## src/rtl/uart_stat_pkg.sv

```systemverilog
package uart_stat_pkg;
  localparam int unsigned STAT_W = 8;
  // status byte bit positions (software-visible layout)
  localparam int unsigned B_RXF = 7;
  localparam int unsigned B_ERR = 6;
  localparam int unsigned B_TXE = 5;
  localparam int unsigned B_TIE = 4;
  localparam int unsigned B_RIE = 3;
  localparam int unsigned B_TX9 = 1;
  localparam int unsigned B_RX9 = 0;
  // flag cell indices
  localparam int unsigned FI_RXF = 0;
  localparam int unsigned FI_ERR = 1;
  localparam int unsigned FI_TXE = 2;
  localparam int unsigned FLG_N  = 3;

  typedef struct packed {
    logic tie;
    logic rie;
    logic tx9;
  } ctrl_t;
endpackage

```

## src/rtl/uart_seq_flag.sv

```systemverilog
module uart_seq_flag #(
  parameter bit RST_VAL = 1'b0
) (
  input  logic clk_i,
  input  logic rst_ni,
  input  logic set_i,
  input  logic snap_i,
  input  logic consume_i,
  output logic flag_o,
  output logic arm_o
);
  logic flag_q, arm_q;

  always_ff @(posedge clk_i or negedge rst_ni) begin
    if (!rst_ni) begin
      flag_q <= RST_VAL;
      arm_q  <= 1'b0;
    end else begin
      if (set_i)                  flag_q <= 1'b1;
      else if (consume_i && arm_q) flag_q <= 1'b0;
      if (snap_i)         arm_q <= flag_q;
      else if (consume_i) arm_q <= 1'b0;
    end
  end

  assign flag_o = flag_q;
  assign arm_o  = arm_q;

  a_r4_armed_clear: assert property (@(posedge clk_i) disable iff (!rst_ni)
    (consume_i && arm_q && !set_i) |=> !flag_q);
  a_r5_unarmed_hold: assert property (@(posedge clk_i) disable iff (!rst_ni)
    (consume_i && !arm_q && !set_i) |=> $stable(flag_q));
  a_r12_set_wins: assert property (@(posedge clk_i) disable iff (!rst_ni)
    set_i |=> flag_q);
endmodule

```

## src/rtl/uart_ctrl_reg.sv

```systemverilog
module uart_ctrl_reg
  import uart_stat_pkg::*;
(
  input  logic              clk_i,
  input  logic              rst_ni,
  input  logic              wr_i,
  input  logic [STAT_W-1:0] wdata_i,
  output ctrl_t             ctrl_o
);
  ctrl_t ctrl_q;

  always_ff @(posedge clk_i or negedge rst_ni) begin
    if (!rst_ni) ctrl_q <= '0;
    else if (wr_i) begin
      ctrl_q.tie <= wdata_i[B_TIE];
      ctrl_q.rie <= wdata_i[B_RIE];
      ctrl_q.tx9 <= wdata_i[B_TX9];
    end
  end

  assign ctrl_o = ctrl_q;

  a_r10_ctrl_hold: assert property (@(posedge clk_i) disable iff (!rst_ni)
    !wr_i |=> $stable(ctrl_q));
endmodule

```

## src/rtl/uart_rx_data.sv

```systemverilog
module uart_rx_data #(
  parameter int unsigned DATA_W = 8
) (
  input  logic              clk_i,
  input  logic              rst_ni,
  input  logic              load_i,
  input  logic [DATA_W-1:0] data_i,
  input  logic              ninth_i,
  output logic [DATA_W-1:0] data_o,
  output logic              ninth_o
);
  logic [DATA_W-1:0] data_q;
  logic              ninth_q;

  always_ff @(posedge clk_i or negedge rst_ni) begin
    if (!rst_ni) begin
      data_q  <= '0;
      ninth_q <= 1'b0;
    end else if (load_i) begin
      data_q  <= data_i;
      ninth_q <= ninth_i;
    end
  end

  assign data_o  = data_q;
  assign ninth_o = ninth_q;

  a_r2_copy: assert property (@(posedge clk_i) disable iff (!rst_ni)
    load_i |=> (data_q == $past(data_i)) && (ninth_q == $past(ninth_i)));
endmodule

```

## src/rtl/uart_stat_irq.sv

```systemverilog
module uart_stat_irq
  import uart_stat_pkg::*;
#(
  parameter int unsigned DATA_W = 8
) (
  input  logic              clk_i,
  input  logic              rst_ni,
  input  logic              nine_bit_i,
  input  logic              parity_en_i,
  input  logic              stat_rd_i,
  input  logic              stat_wr_i,
  input  logic [STAT_W-1:0] stat_wdata_i,
  output logic [STAT_W-1:0] stat_rdata_o,
  input  logic              rxd_rd_i,
  output logic [DATA_W-1:0] rxd_o,
  input  logic              txd_wr_i,
  input  logic [DATA_W-1:0] txd_wdata_i,
  output logic              txd_load_o,
  output logic [DATA_W-1:0] txd_o,
  output logic              tx_ninth_o,
  output logic              tx_par_odd_o,
  input  logic              rx_done_i,
  input  logic [DATA_W-1:0] rx_data_i,
  input  logic              rx_ninth_i,
  input  logic              rx_ovr_i,
  input  logic              rx_ferr_i,
  input  logic              tx_taken_i,
  output logic              rx_irq_o,
  output logic              tx_irq_o
);
  logic             rx_bad, rx_good;
  logic [FLG_N-1:0] set_v, cons_v, flag_v, arm_v;
  ctrl_t            ctrl;
  logic             rx9_q, tx_go;
  logic             load_q;
  logic [DATA_W-1:0] txd_q;

  assign rx_bad  = rx_done_i & (rx_ovr_i | rx_ferr_i);
  assign rx_good = rx_done_i & ~(rx_ovr_i | rx_ferr_i);

  assign set_v[FI_RXF]  = rx_good;
  assign set_v[FI_ERR]  = rx_bad;
  assign set_v[FI_TXE]  = tx_taken_i;
  assign cons_v[FI_RXF] = rxd_rd_i;
  assign cons_v[FI_ERR] = rxd_rd_i;
  assign cons_v[FI_TXE] = txd_wr_i;

  for (genvar g = 0; g < FLG_N; g++) begin : g_flag
    uart_seq_flag #(.RST_VAL(g == FI_TXE)) u_flag (
      .clk_i     (clk_i),
      .rst_ni    (rst_ni),
      .set_i     (set_v[g]),
      .snap_i    (stat_rd_i),
      .consume_i (cons_v[g]),
      .flag_o    (flag_v[g]),
      .arm_o     (arm_v[g])
    );
  end

  uart_ctrl_reg u_ctrl (
    .clk_i   (clk_i),
    .rst_ni  (rst_ni),
    .wr_i    (stat_wr_i),
    .wdata_i (stat_wdata_i),
    .ctrl_o  (ctrl)
  );

  uart_rx_data #(.DATA_W(DATA_W)) u_rxd (
    .clk_i   (clk_i),
    .rst_ni  (rst_ni),
    .load_i  (rx_good),
    .data_i  (rx_data_i),
    .ninth_i (rx_ninth_i),
    .data_o  (rxd_o),
    .ninth_o (rx9_q)
  );

  // byte goes to the transmitter only on an armed write
  assign tx_go = txd_wr_i & arm_v[FI_TXE];

  always_ff @(posedge clk_i or negedge rst_ni) begin
    if (!rst_ni) begin
      load_q <= 1'b0;
      txd_q  <= '0;
    end else begin
      load_q <= tx_go;
      if (tx_go) txd_q <= txd_wdata_i;
    end
  end

  always_comb begin
    stat_rdata_o        = '0;
    stat_rdata_o[B_RXF] = flag_v[FI_RXF];
    stat_rdata_o[B_ERR] = flag_v[FI_ERR];
    stat_rdata_o[B_TXE] = flag_v[FI_TXE];
    stat_rdata_o[B_TIE] = ctrl.tie;
    stat_rdata_o[B_RIE] = ctrl.rie;
    stat_rdata_o[B_TX9] = ctrl.tx9;
    stat_rdata_o[B_RX9] = rx9_q & (nine_bit_i | parity_en_i);
  end

  assign txd_load_o   = load_q;
  assign txd_o        = txd_q;
  assign tx_ninth_o   = ctrl.tx9 & nine_bit_i & ~parity_en_i;
  assign tx_par_odd_o = ctrl.tx9 & parity_en_i;
  assign rx_irq_o     = ctrl.rie & (flag_v[FI_RXF] | flag_v[FI_ERR]);
  assign tx_irq_o     = ctrl.tie & flag_v[FI_TXE];

  a_r3_err_keeps_data: assert property (@(posedge clk_i) disable iff (!rst_ni)
    rx_bad |=> $stable(rxd_o));
  a_r8_load_needs_write: assert property (@(posedge clk_i) disable iff (!rst_ni)
    txd_load_o |-> $past(txd_wr_i));
  a_r8_load_single: assert property (@(posedge clk_i) disable iff (!rst_ni)
    (txd_load_o && !$past(txd_wr_i, 1)) |-> 1'b0);
  a_r9_taken_sets_empty: assert property (@(posedge clk_i) disable iff (!rst_ni)
    tx_taken_i |=> stat_rdata_o[B_TXE]);
  a_r2_good_sets_full: assert property (@(posedge clk_i) disable iff (!rst_ni)
    rx_good |=> stat_rdata_o[B_RXF]);
endmodule

```

## config.mk

```make
export PLATFORM = sky130hd
export DESIGN_NAME = uart_stat_irq
export DESIGN_NICKNAME = d
export VERILOG_FILES = /design/src/rtl/uart_stat_pkg.sv /design/src/rtl/uart_seq_flag.sv /design/src/rtl/uart_ctrl_reg.sv /design/src/rtl/uart_rx_data.sv /design/src/rtl/uart_stat_irq.sv
export SDC_FILE = /design/constraint.sdc
export NUM_CORES = 1
export LEC_CHECK = 0
export ABC_AREA = 1
export BUFFER_PORTS_ARGS = -buffer_cell sky130_fd_sc_hd__clkbuf_2
export CORE_UTILIZATION = 47
export CTS_BUF_LIST = sky130_fd_sc_hd__clkbuf_2
export DETAILED_ROUTE_END_ITERATION = 8
export MAX_ROUTING_LAYER = met4
export PLACE_DENSITY = 0.87
export SYNTH_ARGS = -nofsm -noshare
export SYNTH_HDL_FRONTEND = slang
export SYNTH_SLANG_ARGS = --single-unit
export TNS_END_PERCENT = 100
```

## constraint.sdc

```tcl
create_clock -name clk_i -period 2.5 [get_ports clk_i]
set_input_delay 0 -clock clk_i [delete_from_list [all_inputs] [get_ports clk_i]]
set_output_delay 0 -clock clk_i [all_outputs]
set_load 0.1 [all_outputs]
```

== Word-level counts from Yosys, hierarchy flattened ==
Index checks and enable logic that the tools add are counted.
Cells by class
  $add $sub $neg: 0
  multiply operators: 0
  divide/modulo/power cells: 0
  $lt $le $gt $ge: 0
  equal/unequal tests: 0
  shifts and indexed selects: 0
  muxes and demuxes: 11
  bitwise logic cells: 14
  reductions and logical operators: 8
Operators by type and width (count)
  2-to-1 mux 1 bit: 11
  nonzero test 2 bit: 5
  AND 1 bit: 9
  logical AND 1 bit: 3
  OR 1 bit: 3
  NOT 1 bit: 2
Storage, ports and cells
  bits in registers: 27
  bits in latches: 0
  memory bits (writable): 0
  ROM bits: 0
  bits of input ports: 37
  output and inout port bits: 29
  logic and storage cells: 46
  memories: 0

== Logic depth before layout (Yosys ltp) ==
  word-level depth: 4
  mapped depth: 4
  mapped depth without buffers: 4

== Modules after synthesis ==
From an unflattened synthesis, not the netlist that was laid out.
Unflattened totals
  cells, all modules: 139
  area, all modules: 1149.9 µm²
By module, submodules not included
  uart_stat_irq: times used 1, cells an instance 58, area an instance 454.2 µm², sequential area each 225.2 µm²
  uart_rx_data: times used 1, cells an instance 38, area an instance 341.6 µm², sequential area each 225.2 µm²
  uart_seq_flag at g_flag[0].u_flag ...: times used 2, cells an instance 10, area an instance 80.1 µm², sequential area each 50.0 µm²
  uart_ctrl_reg: times used 1, cells an instance 13, area an instance 112.6 µm², sequential area each 75.1 µm²
  uart_seq_flag at g_flag[2].u_flag: times used 1, cells an instance 10, area an instance 81.3 µm², sequential area each 51.3 µm²

== Worst setup path after synthesis ==
No wires, ideal clock.
  kind: register to output
  from: register u_ctrl.ctrl_q (netlist bit u_ctrl.ctrl_o[1])
  to: output port rx_irq_o
  data arrival time: 2.519 ns
  data required time: 2.500 ns
  path slack: -0.019 ns
  stages on the path, launching flop included: 3
  path buffers: 0
  cell sequence: dfrtp_1 inv_1 a21oi_1
Between the ends
  word-level cells in the longest chain between the ends: 1
RTL lines
  from (decl): line uart_ctrl_reg.sv:10  | ctrl_t ctrl_q;
  AND 1 bit: line uart_stat_irq.sv:106  | assign rx_irq_o = ctrl.rie & (flag_v[FI_RXF] | flag_v[FI_ERR]);
  to (decl): line uart_stat_irq.sv:28  | output logic rx_irq_o,
No other way between the ends.

==> results <==
- The post-detailed-route wirelength per cell is 15.5 µm.
- The total number of H-tree levels is 1.
- The worst-margin pin slew is 0.642 ns.
- For the finished layout, the period the worst path requires is 1.62 ns.
- The post-synthesis compound-gate area fraction came to 0.0495.
- By instance count, the cell type seen most on the critical path is sky130_fd_sc_hd__dlygate4sd3_1.
- The portion of the clock cycle consumed by the worst path in the final layout is 0.647.
- The leakage power is 1.06 nW.
- The floorplan step defined a die boundary enclosing 2570 µm².
- The number of instances in the synthesized netlist is 125.
- The starting density of the core is 0.503.
- The max-slew violation total from the final report was 0.
- At the worst endpoint, the required time is 2.78 ns.
- The worst pin sits at a relative slew slack of 0.572.
- The total number of nets in the final design is 270.
- For this run, the slowest stage of the critical path takes 0.56 ns.
- The number of distinct standard cells referenced by the synthesized netlist is 16.
- The number of warnings reported in the yosys synthesis log is 0.
- For this run, the register share of the synthesized area comes to 0.609.
- The final cell count without fillers is 260.
- The width of the die is 50.7 µm.
- After global routing the overflow that remains totals 0.
- The number of global-route vias before repair was 1354.
- Setup violations remaining at the end of the flow were counted as 0.
- Leaving out fill and tap cells, the most frequent cell in the layout is sky130_fd_sc_hd__clkbuf_2.
- In the global route stage, overall resource usage came out at 0.341.
- The die extent in y is 50.7 µm.
- Of the total synthesized cell area, the portion taken by AND, OR, NAND and NOR gates is 0.268.
- The total of fill cells in the finished design is 110.
- After synthesis, the largest family of logic cells by area is simple AND/OR/NAND/NOR gates.
- The critical path in this run is classified as input pin to register.
- The adder-cell share of the synthesized area is 0.
- The longest clock path from root to sink contains 2 buffers.
- The post-synthesis register bit count is 27.
- After synthesis the cells add up to 1110 µm².
- Counting both buffers and inverters, the worst setup path holds a total of 4.
- In this run, post-CTS hold repair placed 49 buffers.
- Setup repair after global routing left no endpoint under its margin.
- TritonCTS built the clock tree.
- In this run the core area contains 17 standard-cell rows.
- The highest clock rate is 619 MHz.
- Buffers added to address setup during post-CTS repair amount to 0.
- After floorplanning, the core was sized to cover 2210 µm².
- The cell at the root of the clock tree is sky130_fd_sc_hd__clkbuf_2.
- The repair_antennas step left the layout with diodes totalling 0.
- The cell type with the highest aggregate area in the netlist is sky130_fd_sc_hd__dfrtp_1.
- The clock net sink count is 27.
- For this design the ratio of total power to cell area is 786 nW/µm².
- Across the routed clock network, the largest skew measured is 0.0163 ns.
- After detailed routing, the number of vias per cell comes to 5.12.
- The path class of the tightest hold or removal check is input pin to register.
- The wire length of the first global-routing pass is 6.04 mm.
- Of the cells placed in the final design, the portion with a size suffix greater than 1 is 0.297.
- The worst setup path is launched from an input pin.
- The setup TNS is 0 ns.
- Ranked by total cell area, the synthesized netlist is headed by sky130_fd_sc_hd__dfrtp_1 58%, sky130_fd_sc_hd__nand2_1 19%, sky130_fd_sc_hd__nand3_1 4.9%, sky130_fd_sc_hd__buf_4 3.4%, sky130_fd_sc_hd__inv_1 3.4%.
- The mean cell area of the mapped netlist is 8.90 µm².
- The routed design has 4.03 mm of wire.
- VDD sags by at most 0.000616 V.
- Traced cell by cell, the critical path runs through dlygate4sd3_1 > clkbuf_2 > nand2_1 > dlygate4sd3_1 > o21ai_0 > dlygate4sd3_1.
- The area growth from synthesis to layout is 72.8%.
- The source-to-sink clock delay at the later pin of the worst-skew pair is 0.37 ns.
- The flow ran to the end, and the final reports show no timing, DRC or antenna violations.
- The count of nets left with antenna violations once routing finished came out at 0.
- The number of detailed-route iterations in the first pass is 4.
- The final HPWL from detailed placement is 1.78 mm.
- The mux contribution to synthesized area is 0.
- In this run, CTS created clock tree buffers numbering 3.
- The critical path's top delay family is buffers and inverters.
- The number of DRC violations after detailed routing is 0.
- In the layout the commonest cells are 62 x sky130_fd_sc_hd__clkbuf_2, 55 x sky130_fd_sc_hd__nand2_1, 49 x sky130_fd_sc_hd__dlygate4sd3_1.
- Entering global routing, the biggest net connects 28 pins.
- During placement, the flow inserted port buffers numbering 59.
- During I/O placement, the number of pins put on the boundary was 66.
- The capturing element type of the critical path is a register.
- The number of maximum-capacitance violations is 0.
- The peak fanout along the critical path is 1.
- The final route contains 1332 vias.
- The number of antenna violations at the first check in global routing was 0.
- In this run, post-CTS repair resized a total of 0 instances.
- The post-synth net total is 162.
- The smallest hold slack is 0.0390 ns.
- The synthesized-area fraction occupied by xor and xnor cells is 0.
- STA puts the critical path data arrival time at 1.90 ns.
- The number of placed instances with taps included is 207.
- The number of endpoints with negative hold slack in the final report was 0.
- The total chip power is 1.51 mW.
- Clock-pin slew was measured on the worst setup and hold paths at 0.28 ns.
- At the end of routability-driven placement, the weighted congestion stood at 0.762.
- The area share of the largest cell type after synthesis is 0.585.
- The detailed router finished its first iteration with 40 violations.
- Among all stages on the critical path, the largest delay is contributed by sky130_fd_sc_hd__dlygate4sd3_1.
-- layer usage --
| layer | up-vias | global-route usage | wire (µm) |
|---|---|---|---|
| met4 | 0 | 0.125 | 135 |
| met1 | 660 | 0.326 | 1370 |
| met3 | 18 | 0.0576 | 186 |
| li1 | 592 | - | - |
| met2 | 62 | 0.669 | 2330 |
| met5 | - | - | 0 |
-- state kept, by name, summed over array words and instances, names as in the netlist --
| register | count |
|---|---|
| txd_o | 8 |
| u_rxd.data_o | 8 |
| g_flag.u_flag.arm_o | 3 |
| g_flag.u_flag.flag_o | 3 |
| u_ctrl.ctrl_o | 3 |
| txd_load_o | 1 |
| u_rxd.ninth_o | 1 |
-- where the power goes --
part / internal (mW) / switching (mW) / total [mW]
Clock: 0.0371 / 0.138 / 0.175
Sequential: 0.503 / 0.0471 / 0.550
Combinational: 0.161 / 0.626 / 0.787
-- synth_stat cells --
| cell type | number |
|---|---|
| sky130_fd_sc_hd__nand2_4 | 1 |
| sky130_fd_sc_hd__o21a_1 | 1 |
| sky130_fd_sc_hd__nor2_4 | 1 |
| sky130_fd_sc_hd__nor2_1 | 2 |
| sky130_fd_sc_hd__dfrtp_1 | 26 |
| sky130_fd_sc_hd__o21ai_0 | 7 |
| sky130_fd_sc_hd__o21bai_1 | 1 |
| sky130_fd_sc_hd__a21oi_1 | 1 |
| sky130_fd_sc_hd__dfstp_2 | 1 |
| sky130_fd_sc_hd__inv_1 | 10 |
| sky130_fd_sc_hd__nand3_1 | 11 |
| sky130_fd_sc_hd__conb_1 | 1 |
| sky130_fd_sc_hd__nand2_2 | 1 |
| sky130_fd_sc_hd__buf_4 | 5 |
| sky130_fd_sc_hd__nand2_1 | 55 |
| sky130_fd_sc_hd__inv_2 | 1 |
-- cell type report --
cell class	instances	area, µm²	area share
multi-input cells	82	360	0.188
clock inverters	1	7.51	0.00391
flip-flops and latches	27	677	0.352
inverters	11	41.3	0.0215
clock buffers	3	15.0	0.00781
repair buffers	108	786	0.409
well taps	28	35.0	0.0182
-- through the flow --
stage / setup slack [ns] / instance area (µm²) / utilization
after floorplan: 0.185 / 1120 / -
after global placement: 1.46 / 1410 / 0.637
after detailed placement: 1.43 / 1410 / 0.637
after CTS: 0.925 / 1920 / 0.869
after global routing: 0.873 / 1920 / 0.869
final: 0.883 / 1920 / 0.869
-- worst reg2reg max path: stages, from the launching register on --
cell and delay (ns):
sky130_fd_sc_hd__dfrtp_1 0.46, sky130_fd_sc_hd__nand2_2 0.18, sky130_fd_sc_hd__inv_2 0.14, sky130_fd_sc_hd__nand2_1 0.10, sky130_fd_sc_hd__nand2_1 0.06, sky130_fd_sc_hd__dlygate4sd3_1 0.56
-- kinds of logic (layout without fill, tap and decap cells) --
kind of cell	Yosys count	in the layout
AOI/OAI and AO/OA	10	10
buffers and inverters	16	123
DFF	27	27
other	1	1
and+or+nand+nor	71	71
-- worst paths after layout --
path	cells past startpoint	start	slack [ns]	to
max	6	stat_wdata_i[1]	0.88	u_ctrl.ctrl_o[0]
min	4	rx_ferr_i	0.04	g_flag[0].u_flag.flag_o
max reg2reg	5	g_flag[2].u_flag.arm_o	0.93	txd_o[0]
min reg2reg	2	u_rxd.data_o[5]	0.52	u_rxd.data_o[5]
max in group asynchronous	2	rst_ni	1.94	u_rxd.data_o[2]
min in group asynchronous	2	rst_ni	0.13	txd_o[3]
(Power assumes the default switching activity.)
